===== config.mk =====
export PLATFORM = sky130hd
export DESIGN_NAME = reloc_us_timer
export DESIGN_NICKNAME = d
export VERILOG_FILES = /design/src/rtl/rut_pkg.sv /design/src/rtl/rut_base_reg.sv /design/src/rtl/rut_decode.sv /design/src/rtl/rut_counter.sv /design/src/rtl/rut_rdport.sv /design/src/rtl/reloc_us_timer.sv
export SDC_FILE = /design/constraint.sdc
export NUM_CORES = 1
export LEC_CHECK = 0
export BUFFER_PORTS_ARGS = -buffer_cell sky130_fd_sc_hd__buf_2
export CORE_AREA = 4 4 85 87
export DETAILED_ROUTE_END_ITERATION = 16
export DIE_AREA = 0 0 89 91
export MAX_ROUTING_LAYER = met4
export PLACE_DENSITY_LB_ADDON = 0.08
export SETUP_SLACK_MARGIN = 0.1
export SYNTH_ARGS = -nofsm -noshare
export SYNTH_HDL_FRONTEND = slang
export SYNTH_SLANG_ARGS = --single-unit

===== constraint.sdc =====
create_clock -name clk -period 1.8 [get_ports clk]
set_input_delay 0.09 -clock clk [delete_from_list [all_inputs] [get_ports clk]]
set_output_delay 0.09 -clock clk [all_outputs]
set_load 0.005 [all_outputs]

===== src/rtl/rut_pkg.sv =====
package rut_pkg;
  localparam int OFF_W = 2;

  typedef struct packed {
    logic             hit;
    logic [OFF_W-1:0] off;
  } rut_acc_t;
endpackage


===== src/rtl/rut_base_reg.sv =====
module rut_base_reg #(
  parameter int BYTE_W = 8,
  parameter int WORD_W = 2 * BYTE_W,
  parameter logic [WORD_W-1:0] BASE_RST = 16'h0078
) (
  input  logic              clk,
  input  logic              rst,
  input  logic              cfg_we,
  input  logic              cfg_hi,
  input  logic [BYTE_W-1:0] cfg_wdata,
  output logic [WORD_W-1:0] base_q
);
  localparam logic [BYTE_W-1:0] LO_MASK = ~(BYTE_W'(2));

  logic [BYTE_W-1:0] lo_q, hi_q;

  always_ff @(posedge clk) begin
    if (rst) begin
      lo_q <= BASE_RST[BYTE_W-1:0] & LO_MASK;
      hi_q <= BASE_RST[WORD_W-1:BYTE_W];
    end else if (cfg_we) begin
      if (cfg_hi) hi_q <= cfg_wdata;
      else        lo_q <= cfg_wdata & LO_MASK;
    end
  end

  assign base_q = {hi_q, lo_q};
endmodule


===== src/rtl/rut_decode.sv =====
module rut_decode
  import rut_pkg::*;
#(
  parameter int WORD_W = 16
) (
  input  logic [WORD_W-1:0] base_q,
  input  logic [WORD_W-1:0] addr,
  output rut_acc_t          acc
);
  logic en;
  assign en = base_q[0];

  always_comb begin
    acc.hit = en && (addr[WORD_W-1:OFF_W] == base_q[WORD_W-1:OFF_W]);
    acc.off = addr[OFF_W-1:0];
  end
endmodule


===== src/rtl/rut_counter.sv =====
module rut_counter #(
  parameter int BYTE_W = 8,
  parameter int LANES  = 2,
  parameter int WORD_W = LANES * BYTE_W
) (
  input  logic                        clk,
  input  logic                        rst,
  input  logic [LANES-1:0]            we,
  input  logic [LANES-1:0][BYTE_W-1:0] wd,
  input  logic                        tick,
  output logic [WORD_W-1:0]           count,
  output logic                        expired
);
  localparam logic [WORD_W-1:0] ONE = WORD_W'(1);

  logic [LANES-1:0][BYTE_W-1:0] latch_q, latch_nx;
  logic load;

  for (genvar g = 0; g < LANES; g++) begin : g_lane
    assign latch_nx[g] = we[g] ? wd[g] : latch_q[g];
    always_ff @(posedge clk) begin
      if (rst)        latch_q[g] <= '0;
      else if (we[g]) latch_q[g] <= wd[g];
    end
  end

  assign load = |we;

  always_ff @(posedge clk) begin
    if (rst) begin
      count   <= '0;
      expired <= 1'b0;
    end else begin
      expired <= !load && tick && (count == ONE);
      if (load)                      count <= latch_nx;
      else if (tick && count != '0)  count <= count - ONE;
    end
  end


  dec_step_chk: assert property (@(posedge clk) disable iff (rst)
    (!load && tick && count != '0) |=> (count == $past(count) - ONE));

  zero_hold_chk: assert property (@(posedge clk) disable iff (rst)
    (!load && count == '0) |=> (count == '0));

  expiry_single_chk: assert property (@(posedge clk) disable iff (rst)
    expired |=> !expired);

  expiry_zero_chk: assert property (@(posedge clk) disable iff (rst)
    expired |-> (count == '0));

  load_wins_chk: assert property (@(posedge clk) disable iff (rst)
    load |=> (count == latch_q));
endmodule


===== src/rtl/rut_rdport.sv =====
module rut_rdport
  import rut_pkg::*;
#(
  parameter int BYTE_W = 8,
  parameter int WORD_W = 2 * BYTE_W
) (
  input  logic              clk,
  input  logic              rst,
  input  logic              rd,
  input  logic              wide,
  input  rut_acc_t          acc,
  input  logic [WORD_W-1:0] count,
  output logic              rd_valid,
  output logic [WORD_W-1:0] rd_data
);
  logic [WORD_W-1:0] sel;

  always_comb begin
    if (acc.off[1])
      sel = '1;
    else if (wide)
      sel = acc.off[0] ? '1 : count;
    else
      sel = {{BYTE_W{1'b0}}, acc.off[0] ? count[WORD_W-1:BYTE_W] : count[BYTE_W-1:0]};
  end

  always_ff @(posedge clk) begin
    if (rst) begin
      rd_valid <= 1'b0;
      rd_data  <= '1;
    end else if (rd && acc.hit) begin
      rd_valid <= 1'b1;
      rd_data  <= sel;
    end else begin
      rd_valid <= 1'b0;
      rd_data  <= '1;
    end
  end
endmodule


===== src/rtl/reloc_us_timer.sv =====
module reloc_us_timer
  import rut_pkg::*;
#(
  parameter int BYTE_W = 8,
  parameter logic [2*BYTE_W-1:0] BASE_RST = 16'h0078
) (
  input  logic                clk,
  input  logic                rst,
  input  logic                cfg_we,
  input  logic                cfg_hi,
  input  logic [BYTE_W-1:0]   cfg_wdata,
  input  logic                io_wr,
  input  logic                io_rd,
  input  logic                io_wide,
  input  logic [2*BYTE_W-1:0] io_addr,
  input  logic [2*BYTE_W-1:0] io_wdata,
  input  logic                tick_us,
  output logic                rd_valid,
  output logic [2*BYTE_W-1:0] rd_data,
  output logic                expired
);
  localparam int WORD_W = 2 * BYTE_W;

  logic [WORD_W-1:0]          base_q;
  logic [WORD_W-1:0]          count;
  rut_acc_t                   acc;
  logic                       wr_ok;
  logic [1:0]                 we;
  logic [1:0][BYTE_W-1:0]     wd;

  rut_base_reg #(.BYTE_W(BYTE_W), .WORD_W(WORD_W), .BASE_RST(BASE_RST)) u_base (
    .clk(clk), .rst(rst), .cfg_we(cfg_we), .cfg_hi(cfg_hi),
    .cfg_wdata(cfg_wdata), .base_q(base_q)
  );

  rut_decode #(.WORD_W(WORD_W)) u_dec (
    .base_q(base_q), .addr(io_addr), .acc(acc)
  );

  assign wr_ok = io_wr && acc.hit && !acc.off[1];
  assign we[0] = wr_ok && !acc.off[0];
  assign we[1] = wr_ok && (io_wide ? !acc.off[0] : acc.off[0]);
  assign wd[0] = io_wdata[BYTE_W-1:0];
  assign wd[1] = io_wide ? io_wdata[WORD_W-1:BYTE_W] : io_wdata[BYTE_W-1:0];

  rut_counter #(.BYTE_W(BYTE_W), .LANES(2), .WORD_W(WORD_W)) u_cnt (
    .clk(clk), .rst(rst), .we(we), .wd(wd), .tick(tick_us),
    .count(count), .expired(expired)
  );

  rut_rdport #(.BYTE_W(BYTE_W), .WORD_W(WORD_W)) u_rd (
    .clk(clk), .rst(rst), .rd(io_rd), .wide(io_wide), .acc(acc),
    .count(count), .rd_valid(rd_valid), .rd_data(rd_data)
  );


  rd_claim_chk: assert property (@(posedge clk) disable iff (rst)
    rd_valid |-> $past(io_rd));

  rd_ones_chk: assert property (@(posedge clk) disable iff (rst)
    (rd_valid && $past(io_addr[1])) |-> (&rd_data));

  idle_ones_chk: assert property (@(posedge clk) disable iff (rst)
    !rd_valid |-> (&rd_data));
endmodule


==> run metrics, run 1 <==
Critical Path End Type=flop; Leakage=between 1.5 and 2 nW; Crit Path Class=flop to flop; # DRC=0; H-Tree Level Count=3; Synth Area in Compound Gates=approximately 18%; vias in the first global route=about 2700; Avg Cell Area, Syn=about 8.2 um^2; total grt overflow=0; die height=between 90 and 100 um; CP max FO=8; Die ar.=8099 um^2; Synth Flop Type=dfxtp_1; Starting Density=about half; dominant cell type by area after synthesis=dfxtp_1; simple logic cell fraction of the synthesized area=between 20% and 30%; sequential-to-total area share from yosys stat=41.83%; drt first-iter violations=around 120; failing checks=setup timing; Synth area leaders=dfxtp_1 (42%), xnor2_1 (7.3%), nand2_1 (7.0%), o21ai_0 (5.3%), nor2_1 (4.2%); Sum Neg Setup Slack=-3179 ps; Vias=a little under 3000; CTS tree=done; Post-DP Area=3691 um^2; top post-synthesis cells by count=dfxtp_1 (65), nand2_1 (58), nor2_1 (35), o21ai_0 (33), xnor2_1 (26); Layout Cells excl Fill=approximately 560; first-pass GRT wire length=around 12000 um; Logic pwr share=45.6%; hold path depth=3; I/O Buffers=65; Worst EP arrival=~2200 ps; Clock Path Buffers=2; RSZ-0062 raised after global routing=yes; Int Power=0.003622 W; I/O pin cnt=66; CTS root buf=clkbuf_8; Routed Antenna Nets=0; status=complete, but fails checks; Final Hold Fails=0; routed vias/inst=around 5.2; GPL Wtd Cong=between 0.8 and 0.9; Post-Synth XOR/XNOR Area=7.603%; share of post-route cells with drive strength above 1=around a third; worst skew pair latency=approximately 340 ps; DP Wirelength=between 5000 and 6000 um; DP Worst Slack=-135.3 ps; Peak Freq=roughly 510 MHz; DP Cell Count=528; Worst VDD drop=~0.00072 V; clk slew on worst S/H paths=around 70 ps; Post-Synthesis Cell Area=3110 um^2; Switch Pwr=~0.0019 W; post-synthesis mux area share=3.218%; Synth Register Bits=65; Worst slew margin=62.87%; Worst Skew=about 8.5 ps; Worst EP required=roughly 2000 ps; largest net degree at the start of global routing=37; n_diodes=0; initial antenna violation count=0; final instance area=~4200 um^2; clk sink count=between 60 and 70; cell row count=29; total power=between 0.005 and 0.006 W; top cell type's share of synthesized area=between 40% and 50%; drt first pass iters=4; total of max-cap violations=0; Period Utilization, post-route=108.0%; most numerous cell in the Yosys netlist=dfxtp_1; Tightest Hold Check Type=input port to flop; Syn Nets=around 430; Post-synth EDFFs=0; DRT Wirelength=7701 um; Post-layout nets=between 500 and 600; Final Worst Setup Slack=-144.7 ps; Pwr per Cell Area=1307 nW/um^2; final setup violation count=27; Flop pwr share=roughly a third; Post-Syn Instances=380; Post-Synth Adder-Cell Area=1.207%; Sw Ratio=about a third; Reg2Reg Depth=7; post-layout min period=slightly below 2000 ps; synth warn=0; Overall Global Routing Usage=20.12%; Startpoint Class=flop; main combinational cell family by area after synthesis=simple AND/OR/NAND/NOR gates; Final Max Slew Viols=0; cts bufs inserted=9; Core Region=~6300 um^2; wire length per cell=between 10 and 15 um; post-synth cell types=44; Post-synth ARST share=0%; Area Overhead vs Synth=35.84%; clock power share=between 20% and 30%; Worst Tran Pin Value=approximately 560 ps; DIE WIDTH=between 80 and 90 um
## routing by layer
layer,up-vias,routed length (um),track usage (%)
met5,-,0,-
met4,0,121,8.809
met3,11,438,2.986
met2,69,3557,29.52
met1,1334,3584,27.36
li1,1510,-,-
## cells by family after synthesis
logic type,Yosys count
adders and majority gates,3
muxes,10
AOI/OAI and AO/OA,88
and+or+nand+nor,143
buffers and inverters,44
xor gates and xnor gates,27
DFF,65
## through the flow
stage | utilization [%] | hold WS, ps
after floorplan | - | 164.4
after global placement | 58.13 | 322.2
after detailed placement | 58.13 | 322.6
after CTS | 64.51 | 0.4311
after global routing | 66.54 | 23.26
final | 66.54 | 9.103
## worst max-delay path: stages, from the launching register on
cell,delay [ps]
dfxtp_2,340
xnor2_2,140
nand4_1,130
or4_4,580
nor3b_4,230
nor2b_4,210
buf_6,160
nand2_2,40
## layout make-up
type | instances | area (um^2)
fill | 549 | 2125
sequential | 65 | 1319
tap | 77 | 96.34
clock buffer | 12 | 155.1
clock inverter | 3 | 40.04
timing repair buffer | 110 | 728.2
inverter | 20 | 75.07
multi-input combinational | 271 | 1812
## power by group through the flow
stage / Combinational (W) / Sequential [W] / Clock [W]
3_5_place_dp: 0.00192 / 0.00178 / 0
6_report: 0.00252 / 0.00176 / 0.00124
3_3_place_gp: 0.00189 / 0.00177 / 0
2_1_floorplan: 0.00116 / 0.00180 / 0
5_1_grt: 0.00275 / 0.00178 / 0.00132
4_1_cts: 0.00213 / 0.00176 / 0.00126
## state kept, by name, summed over array words and instances, names as in the netlist
register       cells
u_cnt.count       16
u_cnt.latch_q     16
u_rd.rd_data      16
u_base.hi_q        8
u_base.lo_q        7
u_cnt.expired      1
u_rd.rd_valid      1
## repair_timing
action / in CTS / in global routing
hold buffers: 7 / 0
pin swaps: 5 / 8
setup buffers: 7 / 3
endpoints found under the hold margin: 10 / 0
gates resized for setup: 24 / 30
setup endpoints to repair: 46 / 50
gates cloned: 1 / 0
## layout by cell type, fill, tap and decap left out, types with 4 or more instances in the layout
cell / count
a211oi_1: 8
a21oi_1: 12
a221oi_1: 7
a221oi_2: 6
buf_2: 65
buf_4: 30
buf_6: 6
clkbuf_8: 11
dfxtp_1: 53
dfxtp_2: 11
dlygate4sd3_1: 7
inv_1: 20
mux2i_1: 10
nand2_1: 49
nand2_2: 9
nand3_1: 12
nand3b_1: 4
nand4_1: 5
nor2_1: 32
nor3_2: 4
o21ai_0: 33
o22ai_1: 16
xnor2_1: 22
xnor2_2: 4
## final timing paths
kind,startpoint,endpoint,slack [ps]
worst min-delay path,io_wdata[0],u_cnt.latch_q[0]$_SDFF_PP0_,9
worst min register to register,u_cnt.latch_q[12]$_SDFF_PP0_,u_cnt.latch_q[12]$_SDFF_PP0_,460
worst max register to register,u_base.lo_q[2]$_SDFFE_PP0P_,u_rd.rd_data[5]$_SDFF_PP1_,-140
worst max-delay path,u_base.lo_q[2]$_SDFFE_PP0P_,u_rd.rd_data[5]$_SDFF_PP1_,-140
(Power assumes the default switching activity.)
==> inputs of run 2 (changes only) <==
--- a/config.mk
+++ b/config.mk
@@ -6,9 +6,9 @@
 export NUM_CORES = 1
 export LEC_CHECK = 0
 export BUFFER_PORTS_ARGS = -buffer_cell sky130_fd_sc_hd__buf_2
-export CORE_AREA = 4 4 85 87
+export CORE_AREA = 4 4 79 81
 export DETAILED_ROUTE_END_ITERATION = 16
-export DIE_AREA = 0 0 89 91
+export DIE_AREA = 0 0 83 85
 export MAX_ROUTING_LAYER = met4
 export PLACE_DENSITY_LB_ADDON = 0.08
 export SETUP_SLACK_MARGIN = 0.1
==> constraint.sdc (replaced) <==
create_clock -name clk -period 2.3 [get_ports clk]
set_input_delay 0.115 -clock clk [delete_from_list [all_inputs] [get_ports clk]]
set_output_delay 0.115 -clock clk [all_outputs]
set_load 0.005 [all_outputs]
==> run metrics, run 2 (synthesized netlist as in run 1, its figures left out) <==
status=complete, no violations (was complete, but fails checks); largest net degree at the start of global routing=45 (was 37); most frequent cells in the layout=buf_2 (65), dfxtp_1 (65), nand2_1 (58) (was buf_2 (65), dfxtp_1 (53), nand2_1 (49)); I/O pin cnt=66 (unchanged); Startpoint Class=flop (unchanged); Worst slew margin=53.11% (was 62.87%); Worst EP required=2520 ps (was 2030 ps); Starting Density=56.84% (was 48.99%); final setup violation count=0 (was 27); met3 Track Usage GR=3.689% (was 2.986%); Die ar.=7055 um^2 (was 8099 um^2); clock power share=24.4% (was 22.5%); DP Wirelength=5147 um (was 5507 um); Tightest Hold Check Type=input port to flop (unchanged); vias in the first global route=2590 (was 2722); Reg2Reg Depth=7 (unchanged); Logic pwr share=33.3% (was 45.6%); Pwr per Cell Area=923.3 nW/um^2 (was 1307 nW/um^2); die height=85 um (was 91 um); Critical Path End Type=flop (unchanged); H-Tree Level Count=3 (unchanged); # resized after CTS=0 (was 24); post-layout min period=1992 ps (was 1945 ps); Post-CTS Hold Fix Bufs=2 (was 7); Peak Freq=502.0 MHz (was 514.2 MHz); RR Startpoint=u_base.lo_q[5]$_SDFFE_PP1P_ (was u_base.lo_q[2]$_SDFFE_PP0P_); DP Worst Slack=323.5 ps (was -135.3 ps); drt first pass iters=4 (unchanged); Sw Ratio=35.63% (was 34.42%); Final Hold Fails=0 (unchanged); worst skew pair latency=330 ps (was 340 ps); hold path depth=3 (unchanged); Setup crit start=u_base.lo_q[5]$_SDFFE_PP1P_ (was u_base.lo_q[2]$_SDFFE_PP0P_); CTS tree=done (unchanged); Switch Pwr=0.001209 W (was 0.001901 W); CTS root buf=clkbuf_8 (unchanged); share of post-route cells with drive strength above 1=21.70% (was 34.93%); Final Worst Setup Slack=308.1 ps (was -144.7 ps); Area Overhead vs Synth=18.10% (was 35.84%); Clock Path Buffers=2 (unchanged); DIE WIDTH=83 um (was 89 um); Crit Path Class=flop to flop (unchanged); CP max FO=16 (was 8); DRT Wirelength=7072 um (was 7701 um); Flop pwr share=42.4% (was 31.9%); Worst EP arrival=2210 ps (was 2180 ps); routed vias/inst=5.387 (was 5.240); wire length per cell=13.63 um (was 13.80 um); Sum Neg Setup Slack=0 ps (was -3179 ps); GR met2 Demand/Resource=30.83% (was 29.52%); Worst VDD drop=0.0004379 V (was 0.0007230 V); busiest grt layer=met2 (unchanged); Critical R2R Capture=u_rd.rd_data[11]$_SDFF_PP1_ (was u_rd.rd_data[5]$_SDFF_PP1_); Worst Skew=6.431 ps (was 8.471 ps); setup bufs post-CTS=0 (was 7); Core Region=5473 um^2 (was 6350 um^2); Worst Hold Path EP=u_base.lo_q[3]$_SDFFE_PP1P_ (was u_cnt.latch_q[0]$_SDFF_PP0_); Worst Tran Pin Value=703.4 ps (was 557.0 ps); clk slew on worst S/H paths=70 ps (about the same); Filler cells=515 (was 549); GPL Wtd Cong=0.8193 (was 0.8220); clk sink count=65 (unchanged); Final Max Slew Viols=0 (unchanged); first-pass GRT wire length=11940 um (was 12460 um); drt first-iter violations=223 (was 117); cell row count=27 (was 29); Period Utilization, post-route=86.61% (was 108.0%); cts bufs inserted=9 (unchanged); initial antenna violation count=0 (unchanged); n_diodes=0 (unchanged); Overall Global Routing Usage=21.01% (was 20.12%); I/O Buffers=65 (unchanged); Leakage=1.398 nW (was 1.646 nW); Vias=2796 (was 2924); reg2reg setup slack=310 ps (was -140 ps); hold path start=cfg_wdata[3] (was io_wdata[0]); RSZ-0062 raised after global routing=no (was yes); Post-layout nets=494 (was 528); Routed Antenna Nets=0 (unchanged); Regs by FF count=u_cnt.count (16), u_cnt.latch_q (16), u_rd.rd_data (16) (unchanged); met1 Track Usage GR=28.59% (was 27.36%); total grt overflow=0 (unchanged); Int Power=0.002183 W (was 0.003622 W); Hold Slack=21.71 ps (was 9.103 ps); total of max-cap violations=0 (unchanged); # DRC=0 (unchanged)
[run 2: cell types whose count changed in the layout (fill, tap and decap cells not counted), moves of 6 or more]
cell,before,now
dfxtp_1,53,65
buf_6,6,0
buf_4,30,9
dfxtp_2,11,0
nand2_1,49,58
nand2_2,9,0
[run 2: worst max path at each step]
stage	end	cells after the start
6_report	u_rd.rd_data[11]$_SDFF_PP1_	7
3_5_place_dp	u_rd.rd_data[11]$_SDFF_PP1_	7
3_3_place_gp	u_cnt.latch_q[1]$_SDFF_PP0_	7
2_1_floorplan	u_cnt.latch_q[0]$_SDFF_PP0_	6
4_1_cts	u_rd.rd_data[11]$_SDFF_PP1_	7
5_1_grt	u_cnt.count[6]$_SDFFE_PP0P_	6
[run 2: routing by layer]
metal,vias up,share of wire [%]
met2,96,44
met1,1248,48
met3,8,7.0
li1,1444,-
met4,0,0.89
met5,-,0
[run 2: metrics by stage]
step | instance area, um^2 | utilization, % | power, W | std cells
3_5_place_dp | 3491 | 63.79 | 0.002564 | 502
6_report | 3674 | 67.12 | 0.003392 | 519
5_1_grt | 3674 | 67.12 | 0.003624 | 519
3_3_place_gp | 3491 | 63.79 | 0.002547 | 502
4_1_cts | 3674 | 67.12 | 0.003396 | 519
2_1_floorplan | 3110 | - | 0.002293 | 380
[run 2: final cells by class]
cell class	count	area (um^2)	share of cell area, %
clock inverter	3	17.52	0.4768
timing repair buffer	76	412.9	11.24
sequential	65	1301	35.42
multi-input combinational	271	1632	44.41
tap	72	90.09	2.452
clock buffer	12	145.1	3.951
inverter	20	75.07	2.044
[run 2: power groups by stage]
stage | logic (W) | clock network, W | registers [W]
floorplan | 0.000883 | 0 | 0.00141
global placement | 0.00109 | 0 | 0.00145
detailed placement | 0.00111 | 0 | 0.00146
CTS | 0.00112 | 0.000844 | 0.00143
global route | 0.00127 | 0.000894 | 0.00146
finish | 0.00113 | 0.000827 | 0.00144
[run 2: worst max-delay path: stages, from the launching register on]
cell and delay (ps):
dfxtp_1 320, xnor2_1 190, nand4_1 140, or4_4 600, nor3b_2 180, nor2b_1 150
buf_4 200, nand2_1 70
